$ cat src/rtl/phy_seq_pkg.sv
package phy_seq_pkg;
  localparam int PHY_AW = 5;
  localparam int REG_AW = 5;
  localparam int DW     = 16;
  localparam int HDR_W  = 36 + PHY_AW + REG_AW;   // preamble, start, op, addresses
  localparam int FW     = HDR_W + DW + 3;          // longest (write) frame

  localparam logic [REG_AW-1:0] REG_CTRL = 5'd0;
  localparam logic [REG_AW-1:0] REG_STAT = 5'd1;
  localparam logic [REG_AW-1:0] REG_ID1  = 5'd2;
  localparam logic [REG_AW-1:0] REG_ID2  = 5'd3;
  localparam logic [REG_AW-1:0] REG_ADV  = 5'd4;
  localparam logic [REG_AW-1:0] REG_MODE = 5'd18;

  localparam int CTRL_RST  = 15;
  localparam int CTRL_SPD  = 13;
  localparam int CTRL_ANEN = 12;
  localparam int CTRL_ANRS = 9;
  localparam int CTRL_DPX  = 8;
  localparam int STAT_CMPL = 5;
  localparam int STAT_RFLT = 4;
  localparam int MODE_SPD  = 7;
  localparam int MODE_DPX  = 6;

  typedef enum logic [3:0] {
    S_IDLE, S_ID1, S_ID2, S_RST_WR, S_RST_RD, S_RST_WAIT, S_MODE_RD,
    S_CAP_RD, S_ADV_WR, S_AN_WR, S_AN_RD, S_AN_WAIT, S_FLT_WR, S_END
  } seq_st_e;

  function automatic logic one_id_ok(input logic [DW-1:0] v);
    return (v != '0) && (v != '1) && (v != 16'h8000);
  endfunction

  function automatic logic [DW-1:0] adv_word(input logic [DW-1:0] stat);
    logic [DW-1:0] a;
    a      = 16'h0001;
    a[9:5] = stat[15:11];
    return a;
  endfunction
endpackage

$ cat src/rtl/mgmt_bit_engine.sv
module mgmt_bit_engine
  import phy_seq_pkg::*;
#(
  parameter int HALF_CYC = 2
) (
  input  logic              clk_i,
  input  logic              rst_ni,
  input  logic              req_i,
  input  logic              wr_i,
  input  logic [PHY_AW-1:0] phy_i,
  input  logic [REG_AW-1:0] reg_i,
  input  logic [DW-1:0]     wdata_i,
  input  logic              mdi_i,
  output logic              done_o,
  output logic              busy_o,
  output logic [DW-1:0]     rdata_o,
  output logic              mdc_o,
  output logic              mdo_o,
  output logic              oe_o
);
  localparam int HCW = (HALF_CYC > 1) ? $clog2(HALF_CYC) : 1;
  localparam int BCW = $clog2(FW);

  typedef enum logic [1:0] {E_IDLE, E_LOW, E_HIGH} eng_st_e;

  eng_st_e         st_q;
  logic [FW-1:0]   dat_q, oe_q, dat_d, oe_d;
  logic [DW-1:0]   cap_q;
  logic [BCW-1:0]  left_q;
  logic [HCW-1:0]  hc_q;
  logic [HDR_W-1:0] hdr;
  logic            half_end;

  assign hdr   = {32'hFFFF_FFFF, 2'b01, (wr_i ? 2'b01 : 2'b10), phy_i, reg_i};
  assign dat_d = wr_i ? {hdr, 2'b00, wdata_i, 1'b0} : {hdr, {(DW+3){1'b0}}};
  assign oe_d  = wr_i ? {{HDR_W{1'b1}}, 2'b00, {DW{1'b1}}, 1'b0}
                      : {{HDR_W{1'b1}}, {(DW+3){1'b0}}};
  assign half_end = (hc_q == HCW'(HALF_CYC-1));

  always_ff @(posedge clk_i or negedge rst_ni) begin
    if (!rst_ni) begin
      st_q    <= E_IDLE;
      dat_q   <= '0;
      oe_q    <= '0;
      cap_q   <= '0;
      left_q  <= '0;
      hc_q    <= '0;
      done_o  <= 1'b0;
      rdata_o <= '0;
    end else begin
      done_o <= 1'b0;
      unique case (st_q)
        E_IDLE: if (req_i) begin
          dat_q  <= dat_d;
          oe_q   <= oe_d;
          left_q <= wr_i ? BCW'(FW-1) : BCW'(FW-2);
          hc_q   <= '0;
          st_q   <= E_LOW;
        end
        E_LOW: begin
          hc_q <= half_end ? '0 : hc_q + 1'b1;
          if (half_end) st_q <= E_HIGH;
        end
        default: begin
          hc_q <= half_end ? '0 : hc_q + 1'b1;
          if (half_end) begin
            cap_q <= {cap_q[DW-2:0], mdi_i};   // sample at end of high phase
            if (left_q == '0) begin
              st_q    <= E_IDLE;
              done_o  <= 1'b1;
              rdata_o <= cap_q;                // drops the final idle bit
            end else begin
              left_q <= left_q - 1'b1;
              dat_q  <= dat_q << 1;
              oe_q   <= oe_q << 1;
              st_q   <= E_LOW;
            end
          end
        end
      endcase
    end
  end

  assign busy_o = (st_q != E_IDLE);
  assign mdc_o  = (st_q == E_HIGH);
  assign mdo_o  = busy_o & dat_q[FW-1];
  assign oe_o   = busy_o & oe_q[FW-1];
endmodule

$ cat src/rtl/poll_tick_timer.sv
module poll_tick_timer #(
  parameter int POLL_TICKS = 3
) (
  input  logic clk_i,
  input  logic rst_ni,
  input  logic arm_i,
  input  logic tick_i,
  output logic expire_o
);
  localparam int CW = (POLL_TICKS > 1) ? $clog2(POLL_TICKS) : 1;

  logic          run_q;
  logic [CW-1:0] cnt_q;

  always_ff @(posedge clk_i or negedge rst_ni) begin
    if (!rst_ni) begin
      run_q    <= 1'b0;
      cnt_q    <= '0;
      expire_o <= 1'b0;
    end else begin
      expire_o <= 1'b0;
      if (arm_i) begin
        run_q <= 1'b1;
        cnt_q <= '0;
      end else if (run_q && tick_i) begin
        if (cnt_q == CW'(POLL_TICKS-1)) begin
          run_q    <= 1'b0;
          expire_o <= 1'b1;
        end else begin
          cnt_q <= cnt_q + 1'b1;
        end
      end
    end
  end
endmodule

$ cat src/rtl/phy_link_seq.sv
module phy_link_seq
  import phy_seq_pkg::*;
#(
  parameter int HALF_CYC   = 25,
  parameter int POLL_TICKS = 500,
  parameter int RST_POLLS  = 6,
  parameter int AN_POLLS   = 20
) (
  input  logic clk_i,
  input  logic rst_ni,
  input  logic start_i,
  input  logic tick_i,
  input  logic mdio_i,
  output logic mdc_o,
  output logic mdio_o,
  output logic mdio_oe_o,
  output logic done_o,
  output logic fail_o,
  output logic speed_o,
  output logic duplex_o
);
  localparam int PMAX = (RST_POLLS > AN_POLLS) ? RST_POLLS : AN_POLLS;
  localparam int PCW  = $clog2(PMAX + 1);

  seq_st_e           st_q;
  logic              pend_q, arm_q, flt_q;
  logic [PHY_AW-1:0] scan_q;
  logic [PCW-1:0]    poll_q;
  logic [DW-1:0]     id1_q, adv_q;
  logic              xact, x_wr, eng_req, eng_done, eng_busy, expire;
  logic [REG_AW-1:0] x_reg;
  logic [DW-1:0]     x_data, eng_rdata;

  always_comb begin
    xact   = 1'b1;
    x_wr   = 1'b0;
    x_reg  = REG_CTRL;
    x_data = '0;
    unique case (st_q)
      S_ID1:     x_reg = REG_ID1;
      S_ID2:     x_reg = REG_ID2;
      S_RST_WR:  begin x_wr = 1'b1; x_data[CTRL_RST] = 1'b1; end
      S_RST_RD:  x_reg = REG_CTRL;
      S_MODE_RD: x_reg = REG_MODE;
      S_CAP_RD,
      S_AN_RD:   x_reg = REG_STAT;
      S_ADV_WR:  begin x_wr = 1'b1; x_reg = REG_ADV; x_data = adv_q; end
      S_AN_WR:   begin
        x_wr = 1'b1; x_data[CTRL_ANEN] = 1'b1; x_data[CTRL_ANRS] = 1'b1;
      end
      S_FLT_WR:  begin
        x_wr = 1'b1; x_data[CTRL_ANEN] = 1'b1; x_data[CTRL_ANRS] = 1'b1;
        x_data[CTRL_SPD] = 1'b1; x_data[CTRL_DPX] = 1'b1;
      end
      default:   xact = 1'b0;
    endcase
  end

  assign eng_req = xact && !pend_q;

  always_ff @(posedge clk_i or negedge rst_ni) begin
    if (!rst_ni) begin
      st_q     <= S_IDLE;
      pend_q   <= 1'b0;
      arm_q    <= 1'b0;
      flt_q    <= 1'b0;
      scan_q   <= '0;
      poll_q   <= '0;
      id1_q    <= '0;
      adv_q    <= '0;
      done_o   <= 1'b0;
      fail_o   <= 1'b0;
      speed_o  <= 1'b0;
      duplex_o <= 1'b0;
    end else begin
      arm_q <= 1'b0;
      if (eng_req)  pend_q <= 1'b1;
      if (eng_done) pend_q <= 1'b0;
      unique case (st_q)
        S_ID1: if (eng_done) begin
          id1_q <= eng_rdata;
          st_q  <= S_ID2;
        end
        S_ID2: if (eng_done) begin
          if (one_id_ok(id1_q) && one_id_ok(eng_rdata)) st_q <= S_RST_WR;
          else if (scan_q == '1) begin
            st_q <= S_END; done_o <= 1'b1; fail_o <= 1'b1;
          end else begin
            scan_q <= scan_q + 1'b1;
            st_q   <= S_ID1;
          end
        end
        S_RST_WR: if (eng_done) begin
          poll_q <= '0;
          st_q   <= S_RST_RD;
        end
        S_RST_RD: if (eng_done) begin
          if (!eng_rdata[CTRL_RST]) st_q <= S_MODE_RD;
          else if (poll_q == PCW'(RST_POLLS-1)) begin
            st_q <= S_END; done_o <= 1'b1; fail_o <= 1'b1;
          end else begin
            poll_q <= poll_q + 1'b1;
            arm_q  <= 1'b1;
            st_q   <= S_RST_WAIT;
          end
        end
        S_RST_WAIT: if (expire) st_q <= S_RST_RD;
        S_MODE_RD: if (eng_done) begin
          speed_o  <= eng_rdata[MODE_SPD];
          duplex_o <= eng_rdata[MODE_DPX];
          st_q     <= S_CAP_RD;
        end
        S_CAP_RD: if (eng_done) begin
          adv_q <= adv_word(eng_rdata);
          st_q  <= S_ADV_WR;
        end
        S_ADV_WR: if (eng_done) st_q <= S_AN_WR;
        S_AN_WR: if (eng_done) begin
          poll_q <= '0;
          st_q   <= S_AN_RD;
        end
        S_AN_RD: if (eng_done) begin
          flt_q <= eng_rdata[STAT_RFLT];
          if (eng_rdata[STAT_CMPL]) begin
            st_q <= S_END; done_o <= 1'b1; fail_o <= eng_rdata[STAT_RFLT];
          end else if (poll_q == PCW'(AN_POLLS-1)) begin
            st_q <= S_END; done_o <= 1'b1; fail_o <= 1'b1;
          end else begin
            poll_q <= poll_q + 1'b1;
            arm_q  <= 1'b1;
            st_q   <= S_AN_WAIT;
          end
        end
        S_AN_WAIT: if (expire) st_q <= flt_q ? S_FLT_WR : S_AN_RD;
        S_FLT_WR: if (eng_done) st_q <= S_AN_RD;
        default: if (start_i) begin   // S_IDLE, S_END
          st_q     <= S_ID1;
          scan_q   <= '0;
          done_o   <= 1'b0;
          fail_o   <= 1'b0;
          speed_o  <= 1'b0;
          duplex_o <= 1'b0;
        end
      endcase
    end
  end

  mgmt_bit_engine #(.HALF_CYC(HALF_CYC)) u_eng (
    .clk_i   (clk_i),
    .rst_ni  (rst_ni),
    .req_i   (eng_req),
    .wr_i    (x_wr),
    .phy_i   (scan_q),
    .reg_i   (x_reg),
    .wdata_i (x_data),
    .mdi_i   (mdio_i),
    .done_o  (eng_done),
    .busy_o  (eng_busy),
    .rdata_o (eng_rdata),
    .mdc_o   (mdc_o),
    .mdo_o   (mdio_o),
    .oe_o    (mdio_oe_o)
  );

  poll_tick_timer #(.POLL_TICKS(POLL_TICKS)) u_tmr (
    .clk_i    (clk_i),
    .rst_ni   (rst_ni),
    .arm_i    (arm_q),
    .tick_i   (tick_i),
    .expire_o (expire)
  );
endmodule

$ cat config.mk
export PLATFORM = sky130hd
export DESIGN_NAME = phy_link_seq
export DESIGN_NICKNAME = d
export VERILOG_FILES = /design/src/rtl/phy_seq_pkg.sv /design/src/rtl/mgmt_bit_engine.sv /design/src/rtl/poll_tick_timer.sv /design/src/rtl/phy_link_seq.sv
export SDC_FILE = /design/constraint.sdc
export NUM_CORES = 1
export LEC_CHECK = 0
export BUFFER_PORTS_ARGS = -buffer_cell sky130_fd_sc_hd__buf_2
export CAP_MARGIN = 10
export CORE_MARGIN = 4
export CORE_UTILIZATION = 57
export CTS_BUF_LIST = sky130_fd_sc_hd__clkbuf_2
export DETAILED_ROUTE_END_ITERATION = 8
export PLACE_DENSITY = 0.79
export SYNTH_ARGS = -nofsm -noshare
export SYNTH_HDL_FRONTEND = slang
export SYNTH_SLANG_ARGS = --single-unit
$ cat constraint.sdc
create_clock -name clk_i -period 2 [get_ports clk_i]
set_input_delay 0.6 -clock clk_i [delete_from_list [all_inputs] [get_ports clk_i]]
set_output_delay 0.6 -clock clk_i [all_outputs]
set_load 0.1 [all_outputs]
# Word-level counts from Yosys, hierarchy flattened
# Index checks and enable logic that the tools add are counted.
[totals]
reg_bits = 231
latchBits = 0
ram_bits = 0
mem_bits_ro = 0
inputBits = 5
word_cells = 233
memories = 0
[classes]
add_sub_neg = 5
n_mul = 0
div = 0
order_cmp = 0
n_eq_ne = 48
shift = 0
muxes = 105
n_bitwise = 7
reduce_logical = 45
[op_table]
columns = ["cell", "count"]
rows = [
  ["65-bit 2-to-1 mux", 6],
  ["65-bit case mux with 2 select lines", 2],
  ["5-bit 2-to-1 mux", 14],
  ["4-bit 2-to-1 mux", 16],
  ["16-bit != test (second input constant)", 4],
  ["4-bit case mux with 11 select lines", 1],
  ["1-bit 2-to-1 mux", 37],
  ["17-bit 2-to-1 mux", 2],
  ["16-bit nonzero test", 2],
  ["7-bit 2-to-1 mux", 4],
  ["2-bit by 1-bit != test with 1-bit output (second input constant)", 14],
  ["9-bit 2-to-1 mux", 3],
  ["5-bit case mux with 5 select lines", 1],
  ["11-bit OR reduction", 2],
  ["4-bit equality test (second input constant)", 5],
  ["2-bit != test (second input constant)", 10],
  ["4-bit by 3-bit equality test with 1-bit output (second input constant)", 4],
  ["5-bit by 1-bit adder with 5-bit output (second input constant)", 3],
  ["5-bit equality test (second input constant)", 3],
  ["5-bit case mux with 3 select lines", 1],
  ["7-bit case mux with 2 select lines", 1],
  ["2-bit nonzero test", 7],
  ["12-bit AND reduction", 1],
  ["2-bit AND reduction", 6],
  ["34 further kinds", 61],
]

# Depth between registers and ports, before layout
[logic_depth]
depth_word = 7
ltp_mapped = 10
ltp_nobuf = 8

# Cells and area by module
# From an unflattened synthesis, not the netlist that was laid out.
[unflattened]
cells_unflattened = 1071
area_unflattened_um2 = 10647.7
[modules_own_cells]
columns = ["mod", "instances", "cells_each", "area_each_um2", "seq_area_each_um2"]
rows = [
  ["mgmt_bit_engine", 1, 742, 7537.2, 4379.2],
  ["phy_link_seq", 1, 272, 2536.2, 1076.0],
  ["poll_tick_timer", 1, 57, 574.3, 275.3],
]

# Worst setup path before layout
# No wires, ideal clock.
[synth_timing]
kind = "reg-to-output"
startpoint = "register u_eng.st_q[1]"
endpoint = "output port mdio_o"
t_arrival_ns = 2.177
required_ns = 1.400
slack_ns = -0.777
path_stages_with_launch = 7
n_path_buf = 4
cell_sequence = "dfrtp_1 -> clkbuf_1 -> or2_2 -> buf_2 -> clkbuf_1 -> buf_1 -> and2_1"
[synth_between]
elab_chain_len = 2
[synth_rtl]
columns = ["element", "line", "source"]
rows = [
  ["start, declared", "mgmt_bit_engine.sv:26", "eng_st_e st_q;"],
  ["start signal, assigned", "mgmt_bit_engine.sv:42", "st_q <= E_IDLE;"],
  ["start signal, assigned", "mgmt_bit_engine.sv:58", "st_q <= E_LOW;"],
  ["start signal, assigned", "mgmt_bit_engine.sv:62", "if (half_end) st_q <= E_HIGH;"],
  ["2-bit nonzero test", "mgmt_bit_engine.sv:84", "assign busy_o = (st_q != E_IDLE);"],
  ["1-bit AND", "mgmt_bit_engine.sv:86", "assign mdo_o = busy_o & dat_q[FW-1];"],
  ["end, declared", "phy_link_seq.sv:15", "output logic mdio_o,"],
]
# Every way passes these cells.

# Worst setup path after layout
[layout_timing]
startpoint = "register u_eng.left_q[0]"
endpoint = "register u_eng.dat_q[56]"
[layout_between]
elab_chain_len = 3
[layout_rtl]
columns = ["element", "line", "source"]
rows = [
  ["start, declared", "mgmt_bit_engine.sv:29", "logic [BCW-1:0] left_q;"],
  ["start signal, assigned", "mgmt_bit_engine.sv:56", "left_q <= wr_i ? BCW'(FW-1) : BCW'(FW-2);"],
  ["start signal, assigned", "mgmt_bit_engine.sv:73", "left_q <= left_q - 1'b1;"],
  ["7-bit logical NOT", "mgmt_bit_engine.sv:68", "if (left_q == '0) begin"],
  ["2-bit != test (no line)", "--", ""],
  ["4-bit AND reduction (no line)", "--", ""],
  ["end signal, assigned", "mgmt_bit_engine.sv:54", "dat_q <= dat_d;"],
  ["end signal, assigned", "mgmt_bit_engine.sv:74", "dat_q <= dat_q << 1;"],
  ["end, declared", "mgmt_bit_engine.sv:27", "logic [FW-1:0] dat_q, oe_q, dat_d, oe_d;"],
]
# Every way passes these cells.
# A chain may end at the register's enable or synchronous reset.

==> results.toml <==
[worst_setup_path]
cp.arrival_ns = 3.65
cp-endpoint = "u_eng.dat_q[56]$_DFFE_PN0P_"
crit_type = "reg -> reg"
crit_required_ns = 2.85
critPathCaptureType = "register"
cp_slowest_cell = "dfrtp_1"
critical_path.cell_chain = "inv_2 -> ha_4 -> or3b_4 -> or3_4 -> nor2_4 -> buf_6 -> o22a_4 -> buf_8 -> buf_12 -> buf_12 -> buf_16 -> nand2_1 -> nand2_1"
r2r-start = "u_eng.left_q[0]$_DFFE_PN0P_"
r2r_setup_slack_ns = -0.80
start_kind = "register"
startpoint = "u_eng.left_q[0]$_DFFE_PN0P_"
path_max_fanout = 6
slowest_delay_ns = 0.46
rr_endpoint = "u_eng.dat_q[56]$_DFFE_PN0P_"
r2r_cells = 13

[yosys]
async_flop_share_pct = 100
synth_seq_cells = 229
yosysMostFrequentCell = "nand2_1"
synth_top_area_share_pct = 56.0
synth_ff_type = "dfrtp_1"
synth_area_per_cell_um2 = 9.82
ys_types = 63
synth_seq_area_share_pct = 56.0
syn_inst = 1042
synth.area.top_cells = "dfrtp_1 (56%), nand2_1 (9.8%), o21ai_0 (5.8%), mux2_2 (5.1%), nor2_1 (1.9%)"
syn-num-nets = 1055
synth_edf_count = 0
yosys.area.top_type = "dfrtp_1"
syn-cell-area_um2 = 10200
yosysWarningCount = 0
synth_common_cells = "nand2_1 (266), dfrtp_1 (229), o21ai_0 (118)"

[placement]
place_inst = 1309
placed_area_um2 = 11300
port_buffers = 11
dp_hpwl_um = 13600
gp_congestion = 0.892
place_ws_ns = -0.252

[power_and_ir_drop]
total_switching_power_mw = 3.74
power_leakage_nw = 6.73
power_density_nw_per_um2 = 751
p_comb_share_pct = 23.0
clkPwrFrac_pct = 32.1
p_sw_share_pct = 33.8
sequentialPowerShare_pct = 44.9
ir_worst_vdd_v = 0.000901
intPower_mw = 7.32

[timing]
relSlewSlack_pct = 62.5
skew_ns = 0.129
setup_slack_ns = -0.802
rsz0062_at_grt = "yes"
tightest_slew_ns = 0.562
finalCritPeriodShare_pct = 140
fmax_ghz = 0.357
finalSetupViolCount = 181
hold_viol = 0
report.final.slew_viol_count = 0
finalCriticalPeriod_ns = 2.80
whs_ns = 0.158

[final_layout]
drive_gt1_share_pct = 46.5
final_area_um2 = 14700
nets = 1252
area_growth_pct = 43.9
layoutNonFillerInstCount = 1510

[global_routing]
gr-total-overflow = 0
grt_max_degree = 83
first_global_vias = 9453
antenna_found_initial = 1
grt_pass1_wl_um = 49700
grt.total_usage_pct = 31.1

[clock_tree]
path_clk_slew_ns = 0.16
cts_buffer_depth = 3
cts_root_buf = "clkbuf_2"
clock_latency_ns = 0.94
ctsHtreeMaxLevel = 2
cts-buffers-inserted = 57
clkSinkCount = 229
cts_tree = "yes"

[detailed_routing]
routed-via-count = 9809
viasPerCell = 6.50
drc_errors = 0
drt.antenna.violating_nets = 0
wirelength_um = 36400
avgRoutedWirePerCell_um = 24.1
dr.pass1.iters = 5
drt_iter0_markers = 1126

[die]
rows = 48
die-area_um2 = 20200
die_y_um = 142
start_util_pct = 58.8
coreArea_um2 = 17400
pin_count = 12
die_x_um = 142

[flow_run]
cap_violations = 0

[status]
violations = "setup timing"
outcome = "complete, but fails checks"

[hold_path]
hold_class = "in -> async"
state kept, by name, summed over array words and instances (netlist names), 2 cells and up:
name and flops:
u_eng.dat_q 64, u_eng.oe_q 64, id1_q 16, u_eng.cap_q 16
u_eng.rdata_o 16, u_tmr.cnt_q 9, u_eng.left_q 7, adv_q 6
poll_q 5, scan_q 5, u_eng.hc_q 5, st_q 4
u_eng.st_q 2
layout by cell type, fill, tap and decap left out, types with 7 or more instances in the layout:
cell and n:
dfrtp_1 228, nand2_1 167, buf_4 90, clkbuf_2 80, nand2_2 73, o21ai_2 54, o21ai_0 52, buf_12 47
mux2_2 44, nor2_1 31, a21oi_1 30, nand2_4 26, buf_6 23, buf_16 22, nand3_1 19, clkinv_1 18
o21ai_1 16, inv_1 14, nor2_4 14, nand4_1 12, nor3_1 12, mux2_4 12, nand3_2 11, buf_8 11
nor4_1 8, nor2_2 8, a21oi_2 7, a31oi_1 7
stage by stage:
stage,utilization [%],power [mW],setup TNS [ns]
after floorplan,-,6.08,-14.46
after global placement,64.6,6.87,-22.82
after detailed placement,64.6,6.91,-30.22
after CTS,80.2,10.4,-63.26
after global routing,84.6,11.5,-108.83
final,84.6,11.1,-106.54
area by class of cell:
type	instances	area, µm²
diodes	1	2.50
clock buffers	80	400
clock inverters	24	156
fillers	735	2690
inverters	18	70.1
multi-input cells	729	5260
flip-flops and latches	229	5730
well taps	225	282
repair buffers	204	2820
kinds of logic (layout without fill, tap and decap cells):
kind of cell / count (synthesis) / after routing / synth area share [%]
adders and majority gates: 8 / 8 / 0.978
xor gates and xnor gates: 10 / 10 / 0.856
and+or+nand+nor: 430 / 430 / 18.6
buffers and inverters: 84 / 326 / 4.12
muxes: 58 / 58 / 6.73
DFF: 229 / 229 / 56.0
AOI/OAI and AO/OA: 223 / 223 / 12.7
other: 0 / 1 / 0
layer usage:
| layer | track usage, % | routed length, µm |
|---|---|---|
| met4 | 18.1 | 3130 |
| met5 | 0 | 0 |
| met1 | 36.5 | 12300 |
| met3 | 5.44 | 3140 |
| met2 | 53.6 | 17900 |
power groups by stage:
stage | registers (mW) | logic (mW) | clock network, mW
finish | 4.96 | 2.55 | 3.56
detailed placement | 5.03 | 1.88 | 0
floorplan | 5.08 | 1.00 | 0
global placement | 5.02 | 1.85 | 0
CTS | 4.94 | 2.06 | 3.39
global route | 4.99 | 2.70 | 3.78
worst max-delay path, delay by kind of cell, from the launching register on:
kind                     cells  cell delay [ns]
AND/OR/NAND/NOR              5             1.14
buffers and inverters        6             0.75
flip-flops                   1             0.46
AO/OA/AOI/OAI                1             0.23
adder cells (fa/ha/maj)      1             0.15
how the worst min path moves through the flow:
stage                          startpoint                     endpoint  slack [ns]  cells after the start
2_1_floorplan                      rst_ni         adv_q[0]$_DFFE_PN0P_        0.30                      0
3_3_place_gp   u_eng.oe_q[33]$_DFFE_PN0P_   u_eng.oe_q[33]$_DFFE_PN0P_        0.44                      2
3_5_place_dp   u_eng.oe_q[41]$_DFFE_PN0P_   u_eng.oe_q[41]$_DFFE_PN0P_        0.45                      2
4_1_cts                           start_i          st_q[1]$_DFFE_PN0P_        0.09                      4
5_1_grt                           start_i          st_q[1]$_DFFE_PN0P_        0.15                      4
6_report                           rst_ni  u_eng.left_q[0]$_DFFE_PN0P_        0.16                      2
repair_timing:
action	in CTS	in global routing
hold endpoints to repair	143	0
resized for setup	254	208
gates cloned	33	6
hold buffers	3	0
setup endpoints to repair	165	183
pin swaps	91	73
buffers inserted	44	27
(Power assumes the default switching activity.)
